### src/rtl/srx_pkg.sv
package srx_pkg;
  typedef enum logic {SRC_INT = 1'b0, SRC_EXT = 1'b1} clk_src_e;
endpackage

### src/rtl/srx_sync.sv
module srx_sync #(
  parameter int W = 1
) (
  input  logic         clk,
  input  logic         rst,
  input  logic [W-1:0] d,
  output logic [W-1:0] q
);
  logic [W-1:0] meta;
  always_ff @(posedge clk) begin
    if (rst) begin
      meta <= '0;
      q    <= '0;
    end else begin
      meta <= d;
      q    <= meta;
    end
  end
endmodule

### src/rtl/srx_clkgen.sv
module srx_clkgen #(
  parameter int DIV_W = 8
) (
  input  logic             clk,
  input  logic             rst,
  input  logic             run,
  input  logic [DIV_W-1:0] div_n,
  output logic             sclk,
  output logic             rise
);
  logic [DIV_W-1:0] cnt;
  logic             term;

  assign term = (cnt == div_n);
  assign rise = run && term && !sclk;

  always_ff @(posedge clk) begin
    if (rst || !run) begin
      cnt  <= '0;
      sclk <= 1'b0;
    end else if (term) begin
      cnt  <= '0;
      sclk <= ~sclk;
    end else begin
      cnt  <= cnt + 1'b1;
    end
  end
endmodule

### src/rtl/srx_shift.sv
module srx_shift #(
  parameter int FRAME_W = 8
) (
  input  logic               clk,
  input  logic               rst,
  input  logic               en,
  input  logic               bit_edge,
  input  logic               din,
  output logic [FRAME_W-1:0] word_next,
  output logic               frm_start,
  output logic               frm_done
);
  localparam int CW = (FRAME_W > 1) ? $clog2(FRAME_W) : 1;
  localparam logic [CW-1:0] LAST = CW'(FRAME_W - 1);

  logic [FRAME_W-1:0] sh;
  logic [CW-1:0]      cnt;
  logic               take;

  assign take      = en && bit_edge;
  assign word_next = {din, sh[FRAME_W-1:1]};
  assign frm_start = take && (cnt == '0);
  assign frm_done  = take && (cnt == LAST);

  always_ff @(posedge clk) begin
    if (rst || !en) begin
      cnt <= '0;
      if (rst) sh <= '0;
    end else if (take) begin
      sh  <= word_next;
      cnt <= (cnt == LAST) ? '0 : cnt + 1'b1;
    end
  end
endmodule

### src/rtl/sync_serial_rx.sv
module sync_serial_rx #(
  parameter int FRAME_W = 8,
  parameter int DIV_W   = 8
) (
  input  logic               clk,
  input  logic               rst,
  input  logic               rx_en,
  input  logic               clk_ext,
  input  logic [DIV_W-1:0]   div_n,
  input  logic               sdata_in,
  input  logic               sclk_in,
  output logic               sclk_out,
  output logic               rts_o,
  input  logic               rd_strobe,
  output logic [FRAME_W-1:0] rx_data,
  output logic               rx_done,
  output logic               overrun
);
  import srx_pkg::*;

  clk_src_e           src;
  logic               sclk_s, sdata_s, sclk_q;
  logic               ext_rise, int_rise, bit_edge;
  logic               en_q, en_rise;
  logic [FRAME_W-1:0] word_next;
  logic               frm_start, frm_done;

  assign src = clk_src_e'(clk_ext);

  srx_sync #(.W(2)) u_sync (
    .clk (clk),
    .rst (rst),
    .d   ({sclk_in, sdata_in}),
    .q   ({sclk_s, sdata_s})
  );

  srx_clkgen #(.DIV_W(DIV_W)) u_clkgen (
    .clk   (clk),
    .rst   (rst),
    .run   (rx_en && (src == SRC_INT)),
    .div_n (div_n),
    .sclk  (sclk_out),
    .rise  (int_rise)
  );

  always_ff @(posedge clk) begin
    if (rst) begin
      sclk_q <= 1'b0;
      en_q   <= 1'b0;
    end else begin
      sclk_q <= sclk_s;
      en_q   <= rx_en;
    end
  end

  assign ext_rise = sclk_s && !sclk_q;
  assign bit_edge = (src == SRC_EXT) ? ext_rise : int_rise;
  assign en_rise  = rx_en && !en_q;

  srx_shift #(.FRAME_W(FRAME_W)) u_shift (
    .clk       (clk),
    .rst       (rst),
    .en        (rx_en),
    .bit_edge  (bit_edge),
    .din       (sdata_s),
    .word_next (word_next),
    .frm_start (frm_start),
    .frm_done  (frm_done)
  );

  // Receive buffer and flags
  always_ff @(posedge clk) begin
    if (rst) begin
      rx_data <= '0;
      rx_done <= 1'b0;
      overrun <= 1'b0;
    end else if (frm_done) begin
      if (rx_done && !rd_strobe) begin
        overrun <= 1'b1;
      end else begin
        rx_data <= word_next;
        rx_done <= 1'b1;
        overrun <= 1'b0;
      end
    end else if (rd_strobe) begin
      rx_done <= 1'b0;
      overrun <= 1'b0;
    end
  end

  // Ready-to-send: frame start wins over a read or an enable in the same cycle
  always_ff @(posedge clk) begin
    if (rst || src == SRC_INT) rts_o <= 1'b1;
    else if (frm_start)        rts_o <= 1'b1;
    else if (en_rise || rd_strobe) rts_o <= 1'b0;
  end
endmodule

### config.mk
export PLATFORM = sky130hd
export DESIGN_NAME = sync_serial_rx
export DESIGN_NICKNAME = d
export VERILOG_FILES = /design/src/rtl/srx_pkg.sv /design/src/rtl/srx_sync.sv /design/src/rtl/srx_clkgen.sv /design/src/rtl/srx_shift.sv /design/src/rtl/sync_serial_rx.sv
export SDC_FILE = /design/constraint.sdc
export NUM_CORES = 1
export LEC_CHECK = 0
export BUFFER_PORTS_ARGS = -buffer_cell sky130_fd_sc_hd__buf_2
export CAP_MARGIN = 20
export CORE_MARGIN = 3
export CORE_UTILIZATION = 40
export CTS_BUF_LIST = sky130_fd_sc_hd__clkbuf_8
export CTS_CLUSTER_SIZE = 14
export DETAILED_ROUTE_END_ITERATION = 8
export MAX_ROUTING_LAYER = met4
export PLACE_DENSITY = 0.7
export SYNTH_ARGS = -nofsm -noshare
export SYNTH_HDL_FRONTEND = slang
export SYNTH_SLANG_ARGS = --single-unit
export TNS_END_PERCENT = 10
### constraint.sdc
create_clock -name clk -period 2.7 [get_ports clk]
set_input_delay 0.54 -clock clk [delete_from_list [all_inputs] [get_ports clk]]
set_output_delay 0.54 -clock clk [all_outputs]
set_load 0.02 [all_outputs]
=== Word level (Yosys, flattened, before mapping) ===
Cells that the tools add are included.

* Logic and storage cells: 58
* Register bits after elaboration: 37

* Eq/ne operators: 4
* Reduce and logical (&&, ||, !) cells: 27
* Muxes and demuxes: 10
* Add/subtract/negate cells: 2
* Bitwise logic cells: 3

{| class="wikitable"
|+ Operator list
! operator !! count
|-
| $mux 8 || 3
|-
| $logic_and 1x1->1 || 9
|-
| $add 8x1->8 const B || 1
|-
| $eq 8x8->1 || 1
|-
| $logic_not 1->1 || 6
|-
| $mux 1 || 6
|-
| $reduce_and 2->1 || 3
|-
| $logic_or 1x1->1 || 4
|-
| $ne 2x2->1 const B || 2
|-
| $reduce_bool 2->1 || 2
|-
| $reduce_or 2->1 || 2
|-
| $add 3x1->3 const B || 1
|-
| $eq 3x3->1 const B || 1
|-
| $logic_not 3->1 || 1
|-
| $mux 3 || 1
|-
| $not 1->1 || 3
|}

=== Depth between registers and ports, before layout ===
Gate-level depths: netlist of the first run.

* Word-level depth: 9
* Gate-level depth with buffers: 6
* Mapped depth without buffers: 5

=== Modules after synthesis ===
From an unflattened synthesis of the first run, not the netlist that was laid out.

* Cells, all modules: 148
* Area total of the unflattened synthesis: 1557.7 um^2

{| class="wikitable"
|+ By module, submodules not included
! module !! times used !! seq. area each (um^2) !! cells each !! area an instance (um^2)
|-
| sync_serial_rx || 1 || 260.2 || 56 || 551.8
|-
| srx_shift || 1 || 270.3 || 36 || 459.2
|-
| srx_clkgen || 1 || 180.2 || 48 || 441.7
|-
| srx_sync || 1 || 80.1 || 8 || 105.1
|}

=== Least setup slack after synthesis of the first run ===
OpenSTA, ideal clock, no wires.

* Path type: input port to flip-flop
* From: input port div_n[4]
* To: register u_shift.sh[1], enable pin
* Arrival: 1.674 ns
* Stages: 4
* Slack: 0.705 ns
* Library setup time: 0.321 ns
* Cells stage by stage: xnor2_1 -> nand4_1 -> o41ai_1 -> a21o_1

* Cells in the longest elaborated chain, start to end: 7

{| class="wikitable"
|+ RTL lines
! element !! RTL line !! source
|-
| start: declaration || sync_serial_rx.sv:9 || <nowiki>input logic [DIV_W-1:0] div_n,</nowiki>
|-
| $eq 8x8->1 || srx_clkgen.sv:14 || <nowiki>assign term = (cnt == div_n);</nowiki>
|-
| $logic_and 1x1->1 (2 in series) || srx_clkgen.sv:15 || <nowiki>assign rise = run && term && !sclk;</nowiki>
|-
| $mux 1 || sync_serial_rx.sv:57 || <nowiki>assign bit_edge = (src == SRC_EXT) ? ext_rise : int_rise;</nowiki>
|-
| $logic_and 1x1->1 || srx_shift.sv:20 || <nowiki>assign take = en && bit_edge;</nowiki>
|-
| $reduce_bool 2->1 (no line) || n/a ||
|-
| $reduce_and 2->1 (no line) || n/a ||
|-
| end signal: assignment || srx_shift.sv:30 || <nowiki>sh <= word_next;</nowiki>
|-
| end: declaration || srx_shift.sv:16 || <nowiki>logic [FRAME_W-1:0] sh;</nowiki>
|}

Every way passes these cells.
A chain may end at the register's enable or synchronous reset.

=== Worst setup path after layout of the first run ===
* From: register u_clkgen.cnt[5]
* To: register rx_data[2]

* Cells in the longest elaborated chain, start to end: 7

{| class="wikitable"
|+ RTL lines
! element !! RTL line !! source
|-
| start: declaration || srx_clkgen.sv:11 || <nowiki>logic [DIV_W-1:0] cnt;</nowiki>
|-
| start signal: assignment || srx_clkgen.sv:25 || <nowiki>cnt <= cnt + 1'b1;</nowiki>
|-
| $eq 8x8->1 || srx_clkgen.sv:14 ||
|-
| $logic_and 1x1->1 (2 in series) || srx_clkgen.sv:15 ||
|-
| $mux 1 || sync_serial_rx.sv:57 ||
|-
| $logic_and 1x1->1 || srx_shift.sv:20 ||
|-
| $logic_and 1x1->1 || srx_shift.sv:23 || <nowiki>assign frm_done = take && (cnt == LAST);</nowiki>
|-
| $reduce_and 2->1 (no line) || n/a ||
|-
| end signal: assignment || sync_serial_rx.sv:81 || <nowiki>rx_data <= word_next;</nowiki>
|-
| end: declaration || sync_serial_rx.sv:15 || <nowiki>output logic [FRAME_W-1:0] rx_data,</nowiki>
|}

Every way passes these cells.

==> flow_summary.json, run 1 <==
{
  "fin_ws_ns": 0.764,
  "start_util": 0.436,
  "post_cts_buffers": 0,
  "p_per_area_nw_per_um2": 553,
  "skew_ns": 0.00647,
  "dr.pass1.iters": 4,
  "fillCellCount": 322,
  "clkTransAtPathRegs_ns": 0.07,
  "ir_drop_uv": 251,
  "numCtsBuffers": 5,
  "critPathArrivalTime_ns": 2.15,
  "clk-insertion-delay-late_ns": 0.28,
  "total_power_uw": 991,
  "grt_first_pass_wirelength_um": 4630,
  "synthTopCellsByArea": "dfxtp_1 38%, edfxtp_1 14%, nand2b_1 7.8%",
  "grt_antenna_before_repair": 0,
  "slew_headroom": 0.767,
  "tightestPinTransition_ns": 0.349,
  "run_status": "finished clean",
  "worstSetupPathType": "flip-flop to flip-flop",
  "required_ns": 2.91,
  "setup_viol_count_final": 0,
  "drive_gt1_frac": 0.189,
  "cts.sinks": 36,
  "start_kind": "flip-flop",
  "fin_crit_sh": 0.717,
  "drt-total-wl_um": 2740,
  "cts_root_buf": "clkbuf_8",
  "max_stage_delay_ns": 0.52,
  "cpMaxStageDelayCell": "o41a_1",
  "avgRoutedWirePerCell_um": 12.1,
  "setup-tns-final_ns": 0,
  "num_rows": 21,
  "yosysUniqueCellTypes": 29,
  "fp.coreArea_um2": 3490,
  "fin_worst_hold_slack_ns": 0.434,
  "nNetsFinal": 198,
  "hold_viol_final": 0,
  "die-height_um": 67.8,
  "ys_ff_latch": 36,
  "io_pins": 27,
  "track_usage": 0.144,
  "area_delta_synth_final_pct": 17.6,
  "crit_chain": "xnor2_1 > nand4_1 > o41a_1 > nor3_1 > buf_4 > mux2i_1",
  "vias_per_cell": 4.83,
  "crit_fanout": 9,
  "drv_slew": 0,
  "first_iter_violations": 68,
  "rsz0062_at_grt": "no",
  "p_leak_uw": 0.000694,
  "drv_cap": 0,
  "yosysSeqAreaShare": 0.518,
  "period_minus_slack_ns": 1.94,
  "hpwlAfterDp_um": 2020,
  "die_width_um": 67.8,
  "grt_start_max_net_pins": 27,
  "cts_buffer_depth": 2,
  "ctsHoldBuffers": 0,
  "preCtsSetupSlack_ns": 0.500,
  "yosys_warnings": 0,
  "drtAntennaViolNets": 0,
  "gr-total-overflow": 0,
  "synth.largest_area_cell": "dfxtp_1",
  "syn_area_per_cell_um2": 10.3,
  "gp_congestion": 0.801,
  "cts-resized-gates": 0,
  "grt_pass1_vias": 1066,
  "synth_area_um2": 1530,
  "hold_path_class": "flip-flop to flip-flop",
  "synthCells": 148,
  "cts_tree": "yes",
  "antenna_cells": 0,
  "dieArea_um2": 4590,
  "drcViolationCount": 0,
  "synth_top_area_frac": 0.381,
  "h-tree-depth": 2,
  "end_kind": "flip-flop",
  "fmax_mhz": 517,
  "synth_fp_nets": 167,
  "vias": 1091,
  "port_buffers": 26
}
==> layout make-up <==
type | count | area, µm² | share of cell area
clock buffers | 5 | 68.8 | 0.0384
clock inverters | 3 | 15.0 | 0.00837
inverters | 6 | 22.5 | 0.0126
multi-input cells | 102 | 693 | 0.387
flip-flops and latches | 36 | 791 | 0.441
well taps | 46 | 57.6 | 0.0321
repair buffers | 28 | 145 | 0.0809
==> registers in the layout (all words and copies together) (netlist names) <==
register,cells
sclk_q,1
u_shift.sh,7
en_q,1
rts_o,1
overrun,1
u_shift.cnt,3
rx_data,8
u_clkgen.sclk,1
rx_done,1
u_clkgen.cnt,8
u_sync.meta,2
u_sync.q,2
==> cell usage in the layout, fill, tap and decap left out <==
cell type | synthesis | layout
and2_1 | 8 | 8
or3_1 | 1 | 1
ha_1 | 4 | 4
dfxtp_1 | 29 | 29
clkinvlp_4 | 0 | 1
nor3_1 | 3 | 3
inv_1 | 6 | 7
nor2_1 | 10 | 10
o41a_1 | 1 | 1
nand2_1 | 5 | 5
nand3_1 | 4 | 4
nor4b_1 | 1 | 1
nand2b_1 | 19 | 19
o21ai_0 | 4 | 4
or4_1 | 2 | 2
buf_2 | 0 | 26
nand4_1 | 1 | 1
nor2b_1 | 5 | 5
a21o_1 | 1 | 1
clkbuf_8 | 0 | 5
and3_1 | 2 | 2
xor2_1 | 2 | 2
edfxtp_1 | 7 | 7
mux2i_1 | 8 | 8
nand4b_1 | 1 | 1
xnor2_1 | 13 | 13
a211oi_1 | 1 | 1
clkinv_1 | 0 | 1
buf_4 | 1 | 2
a21oi_1 | 4 | 4
nor3b_1 | 1 | 1
o41ai_1 | 1 | 1
==> metrics by stage <==
step | area, µm² | std cells | util
floorplan | 1530 | 148 | -
global placement | 1710 | 218 | 0.489
detailed placement | 1710 | 218 | 0.489
CTS | 1790 | 226 | 0.513
global route | 1790 | 226 | 0.513
finish | 1790 | 226 | 0.513
==> worst max-delay path, delay by kind of cell (launching register included) <==
family                 cells  cell delay [ns]
AO/OA/AOI/OAI              1             0.52
buffers and inverters      1             0.23
XOR/XNOR                   1             0.14
multiplexers               1             0.21
AND/OR/NAND/NOR            2             0.38
flip-flops                 1             0.40
==> where the power goes <==
| group | internal [µW] | switching (µW) | leakage (µW) |
|---|---|---|---|
| clock | 175 | 190 | 0.0000430 |
| combinational | 28.2 | 31.4 | 0.000342 |
| sequential | 561 | 5.59 | 0.000309 |
| total | 764 | 227 | 0.000694 |
==> path summary, 6_finish.rpt <==
path	startpoint	to	slack [ns]	cells past startpoint
hold / removal	u_sync.q[1]$_SDFF_PP0_	sclk_q$_SDFF_PP0_	0.43	2
setup / recovery	u_clkgen.cnt[5]$_SDFF_PP0_	rx_data[2]$_SDFFE_PP0P_	0.76	6
setup reg to reg	u_clkgen.cnt[5]$_SDFF_PP0_	rx_data[2]$_SDFFE_PP0P_	0.76	6
hold reg to reg	u_sync.q[1]$_SDFF_PP0_	sclk_q$_SDFF_PP0_	0.43	2
==> cells by family after synthesis <==
logic type / after synthesis / synth area share
compound gates: 12 / 0.0492
buf+inv: 10 / 0.0271
xor+xnor: 15 / 0.0861
simple gates: 63 / 0.234
fa+ha+maj: 4 / 0.0328
flops: 36 / 0.518
mux: 8 / 0.0525
==> synthesized netlist by cell type (all sizes together) <==
| cell | number |
|---|---|
| a211oi | 1 |
| a21o | 1 |
| a21oi | 4 |
| and2 | 8 |
| and3 | 2 |
| buf | 1 |
| clkbuf | 3 |
| dfxtp | 29 |
| edfxtp | 7 |
| ha | 4 |
| inv | 6 |
| mux2i | 8 |
| nand2 | 5 |
| nand2b | 19 |
| nand3 | 4 |
| nand4 | 1 |
| nand4b | 1 |
| nor2 | 10 |
| nor2b | 5 |
| nor3 | 3 |
| nor3b | 1 |
| nor4b | 1 |
| o21ai | 4 |
| o41a | 1 |
| o41ai | 1 |
| or3 | 1 |
| or4 | 2 |
| xnor2 | 13 |
| xor2 | 2 |
==> metal layers <==
metal	global-route usage	share of wire	vias to the layer above
li1	-	-	555
met1	0.165	0.46	498
met2	0.219	0.46	34
met3	0.0599	0.063	4
met4	0.0608	0.016	0
met5	-	0	-
No activity file was read; power rests on OpenSTA's default activity.
==> run 2, diff against run 1 <==
--- a/config.mk
+++ b/config.mk
@@ -13,7 +13,7 @@
 export CTS_CLUSTER_SIZE = 14
 export DETAILED_ROUTE_END_ITERATION = 8
 export MAX_ROUTING_LAYER = met4
-export PLACE_DENSITY = 0.7
+export PLACE_DENSITY = 0.73
 export SYNTH_ARGS = -nofsm -noshare
 export SYNTH_HDL_FRONTEND = slang
 export SYNTH_SLANG_ARGS = --single-unit
==> constraint.sdc (replaced) <==
create_clock -name clk -period 1.6 [get_ports clk]
set_input_delay 0.32 -clock clk [delete_from_list [all_inputs] [get_ports clk]]
set_output_delay 0.32 -clock clk [all_outputs]
set_load 0.02 [all_outputs]
==> flow_summary.json, run 2 (synthesis gave the netlist of run 1 again) <==
{
  "run_status": "finished, violations left",
  "failed_checks": "setup timing",
  "cpMaxStageDelayCell": "or4_1",
  "hold_path_class": "input port to flip-flop",
  "layout.cells.most_common": "buf_2",
  "start_util": 0.436,
  "port_buffers": 26,
  "slew_headroom": 0.805,
  "total_power_uw": 1770,
  "required_ns": 1.82,
  "gp_congestion": 0.803,
  "cp_num_buf_inv": 0,
  "dpl.cell_count": 232,
  "multi_input_area_um2": 769,
  "skew_ns": 0.0144,
  "numCtsBuffers": 5,
  "num_rows": 21,
  "dpl_cell_area_um2": 1820,
  "fillCellCount": 306,
  "mostFrequentLayoutCells": "26 x buf_2, 23 x dfxtp_1, 19 x nand2b_1",
  "drt-total-wl_um": 2930,
  "fp.coreArea_um2": 3490,
  "stdcell_area_um2": 2010,
  "fin_ws_ns": -0.0461,
  "rsz0062_at_grt": "yes",
  "die_width_um": 67.8,
  "h-tree-depth": 2,
  "critPathTopFamily": "simple AND/OR/NAND/NOR gates",
  "cts_root_buf": "clkbuf_8",
  "start_kind": "flip-flop",
  "drv_slew": 0,
  "seq_area_um2": 798,
  "crit_fanout": 3,
  "top_regs": "rx_data x8, u_clkgen.cnt x8, u_shift.sh x7",
  "fmax_mhz": 607,
  "tightestPinTransition_ns": 0.291,
  "area_delta_synth_final_pct": 31.5,
  "hpwlAfterDp_um": 2120,
  "clkTransAtPathRegs_ns": 0.08,
  "p_leak_uw": 0.000812,
  "grt_antenna_before_repair": 0,
  "ir_drop_uv": 560,
  "cts_buffer_depth": 2,
  "drv_cap": 0,
  "vias_per_cell": 4.73,
  "drcViolationCount": 0,
  "nNetsFinal": 213,
  "stdcell_count": 241,
  "die-height_um": 67.8,
  "setup-tns-final_ns": -0.257,
  "cts_tree": "yes",
  "clk-insertion-delay-late_ns": 0.28,
  "io_pins": 27,
  "post_cts_buffers": 0,
  "fin_crit_sh": 1.03,
  "drive_gt1_frac": 0.344,
  "dr.pass1.iters": 4,
  "p_per_area_nw_per_um2": 883,
  "first_iter_violations": 54,
  "crit_chain": "xnor2_1 > nand4_1 > o41a_1 > or4_1 > a21oi_2",
  "hold_viol_final": 0,
  "dieArea_um2": 4590,
  "worstSetupPathType": "flip-flop to flip-flop",
  "grt_start_max_net_pins": 26,
  "grt_pass1_vias": 1117,
  "gr-total-overflow": 0,
  "critPathArrivalTime_ns": 1.87,
  "vias": 1139,
  "antenna_cells": 0,
  "period_minus_slack_ns": 1.65,
  "drtAntennaViolNets": 0,
  "max_stage_delay_ns": 0.44,
  "cts.sinks": 36,
  "track_usage": 0.146,
  "setup_viol_count_final": 9,
  "end_kind": "flip-flop",
  "avgRoutedWirePerCell_um": 12.1,
  "grt_first_pass_wirelength_um": 4840
}
==> run 2: cell types whose count changed in the layout (fill, tap and decap cells not counted), sizes merged <==
cell / delta
clkinvlp: -1
clkbuf: +2
clkinv: -1
buf: +15
==> run 2: worst register-to-register path: stages (launching register included) <==
cell and delay (ns):
dfxtp_2 0.33, xnor2_1 0.15, nand4_1 0.15, o41a_1 0.39
or4_1 0.44, a21oi_2 0.13
==> run 2: power breakdown <==
group | total [µW] | internal, µW | switching [µW] | leakage, µW
Sequential | 955 | 947 | 8.56 | 0.000312
Combinational | 128 | 63.5 | 64.7 | 0.000445
Clock | 688 | 386 | 302 | 0.0000557
Total | 1770 | 1400 | 375 | 0.000812
==> run 2: final timing paths <==
check | startpoint | to | slack [ns] | depth (start not counted)
setup / recovery | u_clkgen.cnt[0]$_SDFF_PP0_ | u_shift.cnt[0]$_SDFFE_PP0P_ | -0.05 | 5
hold / removal | clk_ext | u_clkgen.sclk$_SDFFE_PP0N_ | 0.25 | 2
hold reg to reg | u_sync.q[1]$_SDFF_PP0_ | sclk_q$_SDFF_PP0_ | 0.43 | 2
setup reg to reg | u_clkgen.cnt[0]$_SDFF_PP0_ | u_shift.cnt[0]$_SDFFE_PP0P_ | -0.05 | 5
==> run 2: per-stage QoR <==
| step | setup slack [ns] | utilization | hold slack (ns) |
|---|---|---|---|
| 2_1_floorplan | -0.0444 | - | 0.398 |
| 3_3_place_gp | -0.167 | 0.521 | 0.420 |
| 3_5_place_dp | -0.220 | 0.521 | 0.424 |
| 4_1_cts | -0.0633 | 0.560 | 0.239 |
| 5_1_grt | -0.157 | 0.574 | 0.243 |
| 6_report | -0.0461 | 0.574 | 0.248 |
==> run 2: metal layers <==
| layer | GRT usage | share of wire | vias to the layer above |
|---|---|---|---|
| met5 | - | 0 | - |
| met4 | 0.0532 | 0.0055 | 0 |
| met3 | 0.0399 | 0.040 | 2 |
| met2 | 0.238 | 0.51 | 23 |
| met1 | 0.172 | 0.44 | 529 |
| li1 | - | - | 585 |
==> run 2: area by class of cell <==
type                    instances  share of cell area
clock buffers                   7              0.0480
clock inverters                 1             0.00187
inverters                       6              0.0112
multi-input cells             102               0.384
flip-flops and latches         36               0.398
well taps                      46              0.0287
repair buffers                 43               0.129
==> run 2: what timing repair did <==
item,in CTS,in global routing
pin swaps,3,3
cloned,1,0
resized for setup,9,11
hold buffers,0,0
setup endpoints to repair,18,30
==> run 3, diff against run 2 <==
--- a/config.mk
+++ b/config.mk
@@ -5,15 +5,15 @@
 export SDC_FILE = /design/constraint.sdc
 export NUM_CORES = 1
 export LEC_CHECK = 0
-export BUFFER_PORTS_ARGS = -buffer_cell sky130_fd_sc_hd__buf_2
-export CAP_MARGIN = 20
 export CORE_MARGIN = 3
 export CORE_UTILIZATION = 40
 export CTS_BUF_LIST = sky130_fd_sc_hd__clkbuf_8
 export CTS_CLUSTER_SIZE = 14
 export DETAILED_ROUTE_END_ITERATION = 8
+export DONT_BUFFER_PORTS = 1
 export MAX_ROUTING_LAYER = met4
-export PLACE_DENSITY = 0.73
+export PLACE_DENSITY = 0.66
+export RECOVER_POWER = 50
 export SYNTH_ARGS = -nofsm -noshare
 export SYNTH_HDL_FRONTEND = slang
 export SYNTH_SLANG_ARGS = --single-unit
==> flow_summary.json, run 3 (synthesis gave the netlist of run 1 again) <==
{
  "clkTransAtPathRegs_ns": 0.07,
  "clk-insertion-delay-late_ns": 0.29,
  "required_ns": 1.82,
  "hold_viol_final": 0,
  "stdcell_count": 215,
  "cts_tree": "yes",
  "period_minus_slack_ns": 1.68,
  "switching_share": 0.208,
  "failed_checks": "setup timing",
  "drv_slew": 0,
  "vias_per_cell": 4.99,
  "dpl_cell_area_um2": 1670,
  "die-height_um": 67.8,
  "cts_buffer_depth": 2,
  "skew_ns": 0.00157,
  "num_rows": 21,
  "slew_headroom": 0.801,
  "end_kind": "flip-flop",
  "cts_root_buf": "clkbuf_8",
  "nNetsFinal": 187,
  "run_status": "finished, violations left",
  "p_switching_uw": 381,
  "stdcell_area_um2": 1890,
  "cts.sinks": 36,
  "dpl.cell_count": 203,
  "ir_drop_uv": 514,
  "p_int_uw": 1450,
  "p_comb_frac": 0.053,
  "gr-total-overflow": 0,
  "numCtsBuffers": 5,
  "rsz0062_at_grt": "yes",
  "io_pins": 27,
  "worst_r2r_path_depth": 6,
  "avgRoutedWirePerCell_um": 14.3,
  "hold_path_class": "input port to flip-flop",
  "fp.coreArea_um2": 3490,
  "crit_fanout": 5,
  "port_buffers": 0,
  "grt_first_pass_wirelength_um": 4850,
  "fin_ws_ns": -0.0834,
  "power_frac_clock": 0.425,
  "die_width_um": 67.8,
  "fmax_mhz": 594,
  "drv_cap": 0,
  "grt_antenna_before_repair": 0,
  "p_leak_uw": 0.000692,
  "p_per_area_nw_per_um2": 970,
  "gp_congestion": 0.784,
  "h-tree-depth": 2,
  "setup_viol_count_final": 19,
  "top_regs": "rx_data x8, u_clkgen.cnt x8, u_shift.sh x7",
  "grt_start_max_net_pins": 27,
  "drive_gt1_frac": 0.243,
  "hpwlAfterDp_um": 2080,
  "drcViolationCount": 0,
  "tightestPinTransition_ns": 0.295,
  "ctsHoldBuffers": 0,
  "antenna_cells": 0,
  "vias": 1073,
  "mostFrequentLayoutCells": "23 x dfxtp_1, 19 x nand2b_1, 17 x buf_4",
  "track_usage": 0.151,
  "critPathArrivalTime_ns": 1.90,
  "start_util": 0.436,
  "layout.cells.most_common": "dfxtp_1",
  "fin_crit_sh": 1.05,
  "dr.pass1.iters": 4,
  "seq_power_share": 0.522,
  "area_delta_synth_final_pct": 24.0,
  "drtAntennaViolNets": 0,
  "start_kind": "flip-flop",
  "drt-total-wl_um": 3080,
  "hold_path_depth": 1,
  "worstSetupPathType": "flip-flop to flip-flop",
  "first_iter_violations": 57,
  "dieArea_um2": 4590,
  "grt_pass1_vias": 1086
}
run 3: changes by cell type in the layout (fill, tap and decap cells not counted), sizes merged:
cell,delta
buf,-26
clkbuf,-2
bufinv,+1
clkinv,+1
run 3: through the flow:
step / hold slack, ns / power [µW] / util / setup WS, ns / TNS (ns)
3_5_place_dp: 0.392 / 1060 / 0.478 / -0.162 / -2.54
5_1_grt: 0.0769 / 1910 / 0.541 / -0.207 / -2.53
4_1_cts: 0.0864 / 1830 / 0.514 / -0.104 / -1.59
2_1_floorplan: 0.398 / 1040 / - / -0.0444 / -0.362
3_3_place_gp: 0.390 / 1050 / 0.478 / -0.117 / -1.46
6_report: 0.0889 / 1830 / 0.541 / -0.0834 / -0.751
run 3: cell type report:
cell class | instances | area (µm²)
clock inverters | 3 | 38.8
well taps | 46 | 57.6
clock buffers | 5 | 68.8
repair buffers | 17 | 128
multi-input cells | 102 | 777
fillers | 304 | 1600
inverters | 6 | 22.5
flip-flops and latches | 36 | 798
run 3: repair_timing:
| action | CTS | global route |
|---|---|---|
| gates cloned | 1 | 0 |
| setup endpoints to repair | 26 | 29 |
| gates resized for setup | 7 | 14 |
| pin swaps | 3 | 5 |
| buffers inserted | 0 | 3 |
run 3: critical path: stages (launching register included):
cell and delay, ns:
dfxtp_1 0.35, xnor2_1 0.13, nand2_1 0.12, o41a_1 0.43
nor3_2 0.18, buf_4 0.20, mux2i_1 0.19
run 3: worst paths after layout:
check	slack (ns)	end	start
worst max register to register	-0.08	rx_data[6]$_SDFFE_PP0P_	u_clkgen.cnt[2]$_SDFF_PP0_
worst max-delay path	-0.08	rx_data[6]$_SDFFE_PP0P_	u_clkgen.cnt[2]$_SDFF_PP0_
worst min-delay path	0.09	rx_done$_SDFFE_PP0P_	rst
worst min register to register	0.44	u_sync.q[0]$_SDFF_PP0_	u_sync.meta[0]$_SDFF_PP0_
run 3: per-layer routing:
| metal | track usage | share of wire | vias up |
|---|---|---|---|
| li1 | - | - | 538 |
| met1 | 0.176 | 0.43 | 504 |
| met2 | 0.233 | 0.50 | 24 |
| met3 | 0.0449 | 0.050 | 7 |
| met4 | 0.0835 | 0.019 | 0 |
| met5 | - | 0 | - |
run 3: power by group through the flow:
| stage | clock [µW] | combinational [µW] | sequential, µW |
|---|---|---|---|
| global placement | 0 | 75.2 | 977 |
| CTS | 794 | 81.1 | 958 |
| global route | 842 | 106 | 960 |
| detailed placement | 0 | 78.8 | 979 |
| finish | 780 | 97.0 | 958 |
| floorplan | 0 | 63.7 | 976 |
